## src/rtl/rsp_pkg.sv

```systemverilog
// Shared types and constants for the receive frame splitter.
package rsp_pkg;
    localparam int HDR_BYTES = 4;   // status word size, also the alignment unit
    localparam int CRC_BYTES = 4;   // trailing CRC inside the stated length
    localparam int LEN_LSB   = 16;  // length field low bit in the status word
    localparam int ERR_BIT   = 15;  // error-summary bit in the status word

    typedef enum logic [1:0] {
        FLT_ERRSUM  = 2'd0,
        FLT_SHORT   = 2'd1,
        FLT_LONG    = 2'd2,
        FLT_OVERRUN = 2'd3
    } fault_e;

    typedef enum logic [1:0] {
        ST_HDR, ST_BODY, ST_PAD, ST_DROP
    } state_e;
endpackage

```

## src/rtl/rsp_offset.sv

```systemverilog
// Byte position counter within one transfer.
// Assumes: step is high for every accepted byte; restart marks the final byte.
// Counts up and saturates at MAX_XFER. over is high while the current byte
// position is at or beyond the size limit.
module rsp_offset #(
    parameter int MAX_XFER = 2560,
    localparam int OFF_W   = $clog2(MAX_XFER + 1)
) (
    input  logic       clk,
    input  logic       rst_n,
    input  logic       step,
    input  logic       restart,
    output logic [1:0] align_o,
    output logic       over
);
    logic [OFF_W-1:0] off;

    assign over    = (off >= OFF_W'(MAX_XFER));
    assign align_o = off[1:0];

    // Advance on each byte, clear after the transfer's final byte.
    always_ff @(posedge clk) begin
        if (!rst_n)            off <= '0;
        else if (step) begin
            if (restart)       off <= '0;
            else if (!over)    off <= off + 1'b1;
        end
    end

    p_off_bound_r7: assert property (@(posedge clk) disable iff (!rst_n)
        off <= OFF_W'(MAX_XFER));
endmodule

```

## src/rtl/rsp_hdr_asm.sv

```systemverilog
// Collects the four status bytes (LSB first) and decodes length and error bit.
// Assumes: take only in the header state; flush on transfer end or abort.
// done is combinational on the fourth byte, so decode is valid that cycle.
module rsp_hdr_asm
    import rsp_pkg::*;
#(
    parameter int LEN_W = 14
) (
    input  logic             clk,
    input  logic             rst_n,
    input  logic             take,
    input  logic             flush,
    input  logic [7:0]       byte_i,
    output logic             done,
    output logic [LEN_W-1:0] len,
    output logic             err
);
    localparam int IDX_W = $clog2(HDR_BYTES);
    localparam int SH_W  = 8 * (HDR_BYTES - 1);

    logic [IDX_W-1:0] idx;
    logic [SH_W-1:0]  sh;
    logic [8*HDR_BYTES-1:0] word;
    logic unused_hdr_bits;

    assign word = {byte_i, sh};
    assign done = take && (idx == IDX_W'(HDR_BYTES - 1));
    assign len  = word[LEN_LSB +: LEN_W];
    assign err  = word[ERR_BIT];
    assign unused_hdr_bits = ^{word[8*HDR_BYTES-1:LEN_LSB+LEN_W], word[ERR_BIT-1:0]};

    // Byte index and shift register for the partial status word.
    always_ff @(posedge clk) begin
        if (!rst_n) begin
            idx <= '0;
            sh  <= '0;
        end else begin
            if (flush || done) idx <= '0;
            else if (take)     idx <= idx + 1'b1;
            if (take)          sh  <= {byte_i, sh[SH_W-1:8]};
        end
    end
endmodule

```

## src/rtl/rx_frame_splitter.sv

```systemverilog
// Splits an aggregated bulk-in transfer into frames.
// Each frame: 4-byte status word, body of stated length (CRC included), then
// padding up to a 4-byte boundary from transfer start. Payload excludes CRC.
// Assumes: in_last only qualified by in_valid; byte 0 of a transfer is a header.
module rx_frame_splitter
    import rsp_pkg::*;
#(
    parameter int MAX_XFER = 2560,
    parameter int LEN_W    = 14
) (
    input  logic             clk,
    input  logic             rst_n,
    input  logic             in_valid,
    input  logic [7:0]       in_data,
    input  logic             in_last,
    output logic             out_valid,
    output logic [7:0]       out_data,
    output logic             out_first,
    output logic             out_last,
    output logic             hdr_valid,
    output logic [LEN_W-1:0] hdr_len,
    output logic             hdr_err,
    output logic             fault_valid,
    output logic [1:0]       fault_code
);
    localparam logic [LEN_W-1:0] CRC_L = LEN_W'(CRC_BYTES);

    state_e           st_q, st_d;
    logic [LEN_W-1:0] len_q, len_d, bcnt_q, bcnt_d, pay_len;
    logic [1:0]       align;
    logic             over, hdr_done, hdr_err_w, has_pay, wrap;
    logic [LEN_W-1:0] hdr_len_w;
    logic             emit, e_first, e_last, hdr_p, flt;
    fault_e           flt_c;

    rsp_offset #(.MAX_XFER(MAX_XFER)) u_off (
        .clk(clk), .rst_n(rst_n), .step(in_valid), .restart(in_last),
        .align_o(align), .over(over)
    );

    rsp_hdr_asm #(.LEN_W(LEN_W)) u_hdr (
        .clk(clk), .rst_n(rst_n),
        .take(in_valid && st_q == ST_HDR && !over),
        .flush(in_valid && (in_last || over)),
        .byte_i(in_data), .done(hdr_done), .len(hdr_len_w), .err(hdr_err_w)
    );

    assign has_pay = (len_q > CRC_L);
    assign pay_len = has_pay ? (len_q - CRC_L) : '0;
    assign wrap    = (align == 2'b11);   // next byte lands on a boundary

    // Parse state machine: next state, payload strobes and fault decision.
    always_comb begin
        st_d = st_q; len_d = len_q; bcnt_d = bcnt_q;
        emit = 1'b0; e_first = 1'b0; e_last = 1'b0;
        hdr_p = 1'b0; flt = 1'b0; flt_c = FLT_ERRSUM;
        if (in_valid) begin
            if (st_q != ST_DROP && over) begin
                flt = 1'b1; flt_c = FLT_OVERRUN;
                st_d = in_last ? ST_HDR : ST_DROP;
            end else begin
                case (st_q)
                    ST_HDR: begin
                        if (hdr_done) begin
                            hdr_p = 1'b1; len_d = hdr_len_w; bcnt_d = '0;
                            if (hdr_err_w) begin
                                flt = 1'b1; flt_c = FLT_ERRSUM;
                                st_d = in_last ? ST_HDR : ST_DROP;
                            end else if (hdr_len_w == '0) begin
                                st_d = ST_HDR;
                            end else if (in_last) begin
                                flt = 1'b1; flt_c = FLT_LONG; st_d = ST_HDR;
                            end else begin
                                st_d = ST_BODY;
                            end
                        end else if (in_last) begin
                            flt = 1'b1; flt_c = FLT_SHORT;
                        end
                    end
                    ST_BODY: begin
                        emit    = has_pay && (bcnt_q < pay_len);
                        e_first = emit && (bcnt_q == '0);
                        e_last  = emit && (bcnt_q == pay_len - 1'b1);
                        if (bcnt_q == len_q - 1'b1) begin
                            st_d = (in_last || wrap) ? ST_HDR : ST_PAD;
                        end else if (in_last) begin
                            flt = 1'b1; flt_c = FLT_LONG; st_d = ST_HDR;
                        end else begin
                            bcnt_d = bcnt_q + 1'b1;
                        end
                    end
                    ST_PAD:  if (in_last || wrap) st_d = ST_HDR;
                    default: if (in_last) st_d = ST_HDR;
                endcase
            end
        end
    end

    // State and frame bookkeeping registers.
    always_ff @(posedge clk) begin
        if (!rst_n) begin
            st_q <= ST_HDR; len_q <= '0; bcnt_q <= '0;
        end else begin
            st_q <= st_d; len_q <= len_d; bcnt_q <= bcnt_d;
        end
    end

    // Registered payload, header and fault outputs.
    always_ff @(posedge clk) begin
        if (!rst_n) begin
            out_valid <= 1'b0; out_data <= '0; out_first <= 1'b0; out_last <= 1'b0;
            hdr_valid <= 1'b0; hdr_len <= '0; hdr_err <= 1'b0;
            fault_valid <= 1'b0; fault_code <= '0;
        end else begin
            out_valid   <= emit;
            out_first   <= e_first;
            out_last    <= e_last;
            hdr_valid   <= hdr_p;
            fault_valid <= flt;
            if (emit)  out_data   <= in_data;
            if (hdr_p) begin hdr_len <= hdr_len_w; hdr_err <= hdr_err_w; end
            if (flt)   fault_code <= flt_c;
        end
    end

    p_pad_misaligned_r3: assert property (@(posedge clk) disable iff (!rst_n)
        st_q == ST_PAD |-> align != 2'b00);
    p_pay_from_body_r2: assert property (@(posedge clk) disable iff (!rst_n)
        out_valid |-> $past(st_q) == ST_BODY);
    p_marks_need_valid_r2: assert property (@(posedge clk) disable iff (!rst_n)
        (out_first || out_last) |-> out_valid);
    p_quiet_drop_r4: assert property (@(posedge clk) disable iff (!rst_n)
        (st_q == ST_DROP && in_valid) |=> (!out_valid && !hdr_valid && !fault_valid));
    p_idle_hold_r10: assert property (@(posedge clk) disable iff (!rst_n)
        !in_valid |=> (!out_valid && !hdr_valid && !fault_valid && $stable(st_q)));
endmodule

```

## config.mk

```make
export PLATFORM = sky130hd
export DESIGN_NAME = rx_frame_splitter
export DESIGN_NICKNAME = d
export VERILOG_FILES = /design/src/rtl/rsp_pkg.sv /design/src/rtl/rsp_offset.sv /design/src/rtl/rsp_hdr_asm.sv /design/src/rtl/rx_frame_splitter.sv
export SDC_FILE = /design/constraint.sdc
export NUM_CORES = 1
export LEC_CHECK = 0
export ABC_AREA = 1
export BUFFER_PORTS_ARGS = -buffer_cell sky130_fd_sc_hd__buf_2
export CELL_PAD_IN_SITES_DETAIL_PLACEMENT = 1
export CELL_PAD_IN_SITES_GLOBAL_PLACEMENT = 2
export CORE_MARGIN = 2
export CORE_UTILIZATION = 33
export CTS_CLUSTER_SIZE = 40
export DETAILED_ROUTE_END_ITERATION = 8
export PLACE_DENSITY_LB_ADDON = 0.1
export SETUP_SLACK_MARGIN = 0.4
export SLEW_MARGIN = 40
export SYNTH_ARGS = -nofsm -noshare
export SYNTH_HDL_FRONTEND = slang
export SYNTH_SLANG_ARGS = --single-unit
```

## constraint.sdc

```tcl
create_clock -name clk -period 3.45 [get_ports clk]
set_clock_uncertainty 0.1 [all_clocks]
set_input_delay 0.1725 -clock clk [delete_from_list [all_inputs] [get_ports clk]]
set_output_delay 0.1725 -clock clk [all_outputs]
set_load 0.01 [all_outputs]
```

* After elaboration in Yosys (flattened, before gate mapping)
Index checks and enable logic that the tools add are counted.
Operators by class: magnitude comparators 3, multiplexer cells 42, reductions and logical operators 22, add/sub/neg operators 6, bitwise operators 4, equal/unequal tests 13
Operators by type and width (number):
- 2-to-1 mux 14 bit | 4
- 2-to-1 mux 2 bit | 15
- equality test 14 bit | 2
- zero test 14 bit | 2
- one-hot mux 14 bit (2 select lines) | 1
- subtractor 14 x 1 -> 14 bit, second input constant | 2
- 2-to-1 mux 12 bit | 2
- 2-to-1 mux 1 bit | 17
- adder 14 x 1 -> 14 bit, second input constant | 1
- > comparator 14 x 3 -> 1 bit, second input constant | 1
- less-than comparator 14 bit | 1
- subtractor 14 x 3 -> 14 bit, second input constant | 1
- adder 12 x 1 -> 12 bit, second input constant | 1
- >= comparator 12 bit, second input constant | 1
- logical AND 1 bit | 8
- != test 2 bit, second input constant | 4
- equality test 2 bit, second input constant | 3
- one-hot mux 2 bit (3 select lines) | 1
- AND reduction 6 bit | 1
- NOT 1 bit | 4
- one-hot mux 2 bit (2 select lines) | 1
- AND reduction 4 bit | 1
- OR reduction 4 bit | 1
- logical OR 1 bit | 3
- other kinds (12) | 12
Word-level totals: input bits 12, flip-flop bits (word level) 98, output and inout port bits 30

* Logic depth before layout (Yosys ltp)
word-level depth 8, gate-level depth with buffers 22, gate-level depth less buffers 19

* Cells and area by module
A second synthesis with hierarchy kept.
Unflattened totals: cells, all modules 866, area, all modules 5701.7 um^2
Modules (own cells, without submodules):
- rx_frame_splitter | sequential area each 1201.2 um^2, area an instance 4488.1 um^2, cells each 696, instances 1
- rsp_offset | sequential area each 240.2 um^2, area an instance 743.2 um^2, cells each 107, instances 1
- rsp_hdr_asm | sequential area each 220.2 um^2, area an instance 470.5 um^2, cells each 63, instances 1

* Least setup slack after synthesis
OpenSTA, ideal clock, no wires.
kind reg2reg, start reg len_q[2], end reg out_last, stages on the path, launching flop included 21, slack 0.558 ns, data arrival time 2.678 ns, required time 3.236 ns, cells stage by stage dfxtp_1 -> inv_1 -> buf_4 -> ha_1 -> buf_2 -> inv_1 -> nand2_1 -> nand2_1 -> inv_1 -> nand2_4 -> buf_6 -> nand2_1 -> ha_1 -> nand2_1 -> o221a_2 -> o21ai_0 -> nand2_1 -> nand2_1 -> clkinv_1 -> nand2_1 -> nor2_1
On the way: longest elaborated chain between the ends 5, elaborated cells between the ends (all ways) 8
RTL lines:
- start: declaration | RTL line rx_frame_splitter.sv:29 | logic [LEN_W-1:0] len_q, len_d, bcnt_q, bcnt_d, pay_len;
- start signal: assignment | RTL line rx_frame_splitter.sv:104 | st_q <= st_d; len_q <= len_d; bcnt_q <= bcnt_d;
- subtractor 14 x 3 -> 14 bit / > comparator 14 x 3 -> 1 bit (equally long branches) | RTL line rx_frame_splitter.sv:49, rx_frame_splitter.sv:48
- 2-to-1 mux 14 bit | RTL line rx_frame_splitter.sv:49 | assign pay_len = has_pay ? (len_q - CRC_L) : '0;
- subtractor 14 x 1 -> 14 bit / less-than comparator 14 bit (equally long branches) | RTL line rx_frame_splitter.sv:83, rx_frame_splitter.sv:81
- equality test 14 bit / logical AND 1 bit (equally long branches) | RTL line rx_frame_splitter.sv:83, rx_frame_splitter.sv:81
- logical AND 1 bit * | RTL line rx_frame_splitter.sv:83 | e_last = emit && (bcnt_q == pay_len - 1'b1);
- end signal: assignment | RTL line rx_frame_splitter.sv:117 | out_last <= e_last;
- end: declaration | RTL line rx_frame_splitter.sv:19 | output logic out_last,
Every way passes the cells marked *; elsewhere a longest branch is shown, timed or not. A chain may end at the register's enable or synchronous reset.

* Worst setup path after layout
start reg len_q[3], end reg out_data[4]
On the way: longest elaborated chain between the ends 7, elaborated cells between the ends (all ways) 8
RTL lines:
- subtractor 14 x 3 -> 14 bit / > comparator 14 x 3 -> 1 bit (equally long branches) | RTL line rx_frame_splitter.sv:49, rx_frame_splitter.sv:48
- 2-to-1 mux 14 bit | RTL line rx_frame_splitter.sv:49
- less-than comparator 14 bit | RTL line rx_frame_splitter.sv:81 | emit = has_pay && (bcnt_q < pay_len);
- logical AND 1 bit * | RTL line rx_frame_splitter.sv:81
- 2-to-1 mux 1 bit * | RTL line rx_frame_splitter.sv:62 | case (st_q)
- 2-to-1 mux 1 bit * | RTL line rx_frame_splitter.sv:58 | if (st_q != ST_DROP && over) begin
- 2-to-1 mux 1 bit * | RTL line rx_frame_splitter.sv:57 | if (in_valid) begin
- end signal: assignment | RTL line rx_frame_splitter.sv:120 | if (emit) out_data <= in_data;
- end: declaration | RTL line rx_frame_splitter.sv:17 | output logic [7:0] out_data,
Marked as above.

==> impl_metrics.yaml <==
run_status:
  status: "complete, but fails checks"
  violations: "negative hold slack"
worst_setup_path:
  slowest_stage: "xor2_1"
  worstPathRequired_ps: 3650
  r2r_slack_ps: 570
  crit_top_cell: "nand2_1"
  path_delay_family: "simple AND/OR/NAND/NOR gates"
  path_buf_inv: 2
  worstPathMaxFanout: 8
  critPathArrivalTime_ps: 3080
  endpoint_kind: "flop"
  cpPeakStageDelay_ps: 380
  worst_setup_path_start_kind: "flop"
  setup.worst_path.class: "reg -> reg"
  crit_path_cell_trace: "inv_1, ha_2, xor2_1, nand2_1, ha_1, nand4_1, o221a_2, o21ai_2, nand2_1, nand2_1, buf_4, o21ai_0, nor2_1"
sta:
  slew_headroom_pct: 59.8
  rsz0062_at_grt: "yes"
  drv_slew: 0
  hold_violations: 1
  finalSetupViolations: 0
  period_minus_slack_ps: 2880
  holdWs_ps: -2.96
  setup-tns-final_ps: 0
  period_share_pct: 83.5
  worstMarginPinSlew_ps: 598
  fmax_mhz: 347
yosys:
  synth_most_common_cell: "nand2_1"
  syn_area_per_cell_um2: 6.48
  synth-async-reset-ratio_pct: 0
  syn-num-nets: 846
  synth_common_cells: "222 x nand2_1, 98 x inv_1, 83 x dfxtp_1, 83 x nor2_1, 63 x nand3_1"
  yosysWarnings: 0
  synth_edf_count: 0
  synth_area_um2: 5250
  synth_top_cell_by_area: "dfxtp_1"
  ys_types: 36
  synth_top_area_share_pct: 31.6
  synth_ff_type: "dfxtp_1"
  syn_inst: 811
  synthTopCellsByArea: "dfxtp_1 32%, nand2_1 16%, inv_1 7.0%, nand3_1 6.0%, nor2_1 5.9%"
  yosys_register_bits: 83
  synth_seq_area_share_pct: 31.6
clock_network:
  cts_sinks: 83
  clk_latency_ps: 360
  ctsHtreeMaxLevel: 3
  cts-buffers-inserted: 9
  cts_tree: "built"
  cts_root_buf: "clkbuf_16"
  clk_pin_slew_ps: 70
  clockBufferDepth: 2
global_route:
  gr-total-overflow: 0
  grt_pass1_wl_um: 29000
  grt_max_degree: 29
  grt_pass1_vias: 5554
  track_usage_pct: 22.3
  antenna_found_initial: 0
drt:
  avgViaCountPerCell: 4.96
  drc: 0
  first_pass_iters: 4
  vias: 5350
  wl_per_cell_um: 16.5
  antenna_left: 0
  wl_um: 17800
  drtIter0Drc: 134
floorplanning:
  io_pins: 42
  die_h_um: 130
  start_util_pct: 33.4
  fp.dieArea_um2: 16900
  fp.dieW_um: 130
  core-area_um2: 15700
  row_count: 46
final_layout:
  antenna_cells: 0
  fin_util_pct: 39.0
  nets: 892
  fillers: 2034
  area_growth_pct: 16.5
  layout-drive-gt1-share_pct: 13.5
power_and_ir_drop:
  leakagePower_nw: 2.82
  peakVddDrop_uv: 199
  powerDensity_nw_per_um2: 395
placement:
  port_buffers: 41
  gp_congestion: 0.901
  post-dp-hpwl_um: 14200
worst_hold_path:
  hp-class: "in -> reg"
run:
  cap_violations: 0
[final timing paths]
check,start,depth (start not counted),endpoint
setup / recovery,len_q[3],13,out_data[4]
hold / removal,in_data[0],3,out_data[0]
setup reg to reg,len_q[3],13,out_data[4]
hold reg to reg,hdr_len[1],2,hdr_len[1]
[stage by stage]
step	setup slack [ps]	power, mW	instances	area [µm²]
3_3_place_gp	239	1.39	1056	5690
5_1_grt	377	2.54	1078	6120
2_1_floorplan	558	1.29	811	5250
3_5_place_dp	76.8	1.41	1056	5690
6_report	570	2.42	1078	6120
4_1_cts	394	2.44	1077	6070
[cell type report]
| class | count | area [µm²] | share of cell area, % |
|---|---|---|---|
| multi-input combinational | 601 | 3150 | 51.4 |
| sequential | 83 | 1660 | 27.2 |
| inverter | 105 | 397 | 6.48 |
| timing repair buffer | 57 | 340 | 5.56 |
| tap | 216 | 270 | 4.42 |
| clock buffer | 10 | 229 | 3.74 |
| clock inverter | 6 | 73.8 | 1.21 |
[layout by cell type (no fill, tap or decap), types with 15 or more instances in the layout]
cell,instances
xor2_1,17
nand2_1,222
ha_1,20
nand4_1,15
o21ai_0,47
inv_1,97
nand3_1,62
dfxtp_1,81
a21oi_1,43
nor2_1,82
buf_2,41
[registers in the layout (all words and copies together) (netlist names)]
register     flops
out_last         1
hdr_err          1
st_q             2
u_hdr.sh         9
out_first        1
fault_valid      1
hdr_valid        1
u_off.off       12
bcnt_q          14
len_q           14
u_hdr.idx        2
fault_code       2
hdr_len         14
out_data         8
out_valid        1
[cells by family (layout without fill, tap and decap cells)]
logic type	after synthesis	in the layout	synth area share, %
compound gates	123	123	12.7
fa+ha+maj	23	23	5.48
xor+xnor	23	23	3.83
flops	83	83	31.6
buf+inv	128	178	9.84
simple gates	431	432	36.6
[routing by layer]
layer	GRT usage [%]	share of wire, %	wire length [µm]
met5	0	0	0
met4	9.30	3.1	545
met3	3.28	2.8	508
met2	37.9	47	8420
met1	28.4	47	8360
[report_power, final]
group	switching, mW	total [mW]	internal, mW
logic	0.263	0.395	0.132
registers	0.0222	1.01	0.986
clock network	0.442	1.01	0.571
total	0.728	2.42	1.69
[timing repair]
item | 4_1_cts | 5_1_grt
pin swaps | 2 | 2
gates resized for setup | 6 | 17
gates cloned | 1 | 0
setup endpoints to repair | 21 | 25
buffers inserted | 3 | 1
hold endpoints to repair | 1 | 0
hold buffers | 1 | 0
[tightest hold or removal path, cell delays in order]
cell and delay (ps):
buf_2 110, o21ai_1 70, nor2_1 70
(Power assumes the default switching activity.)
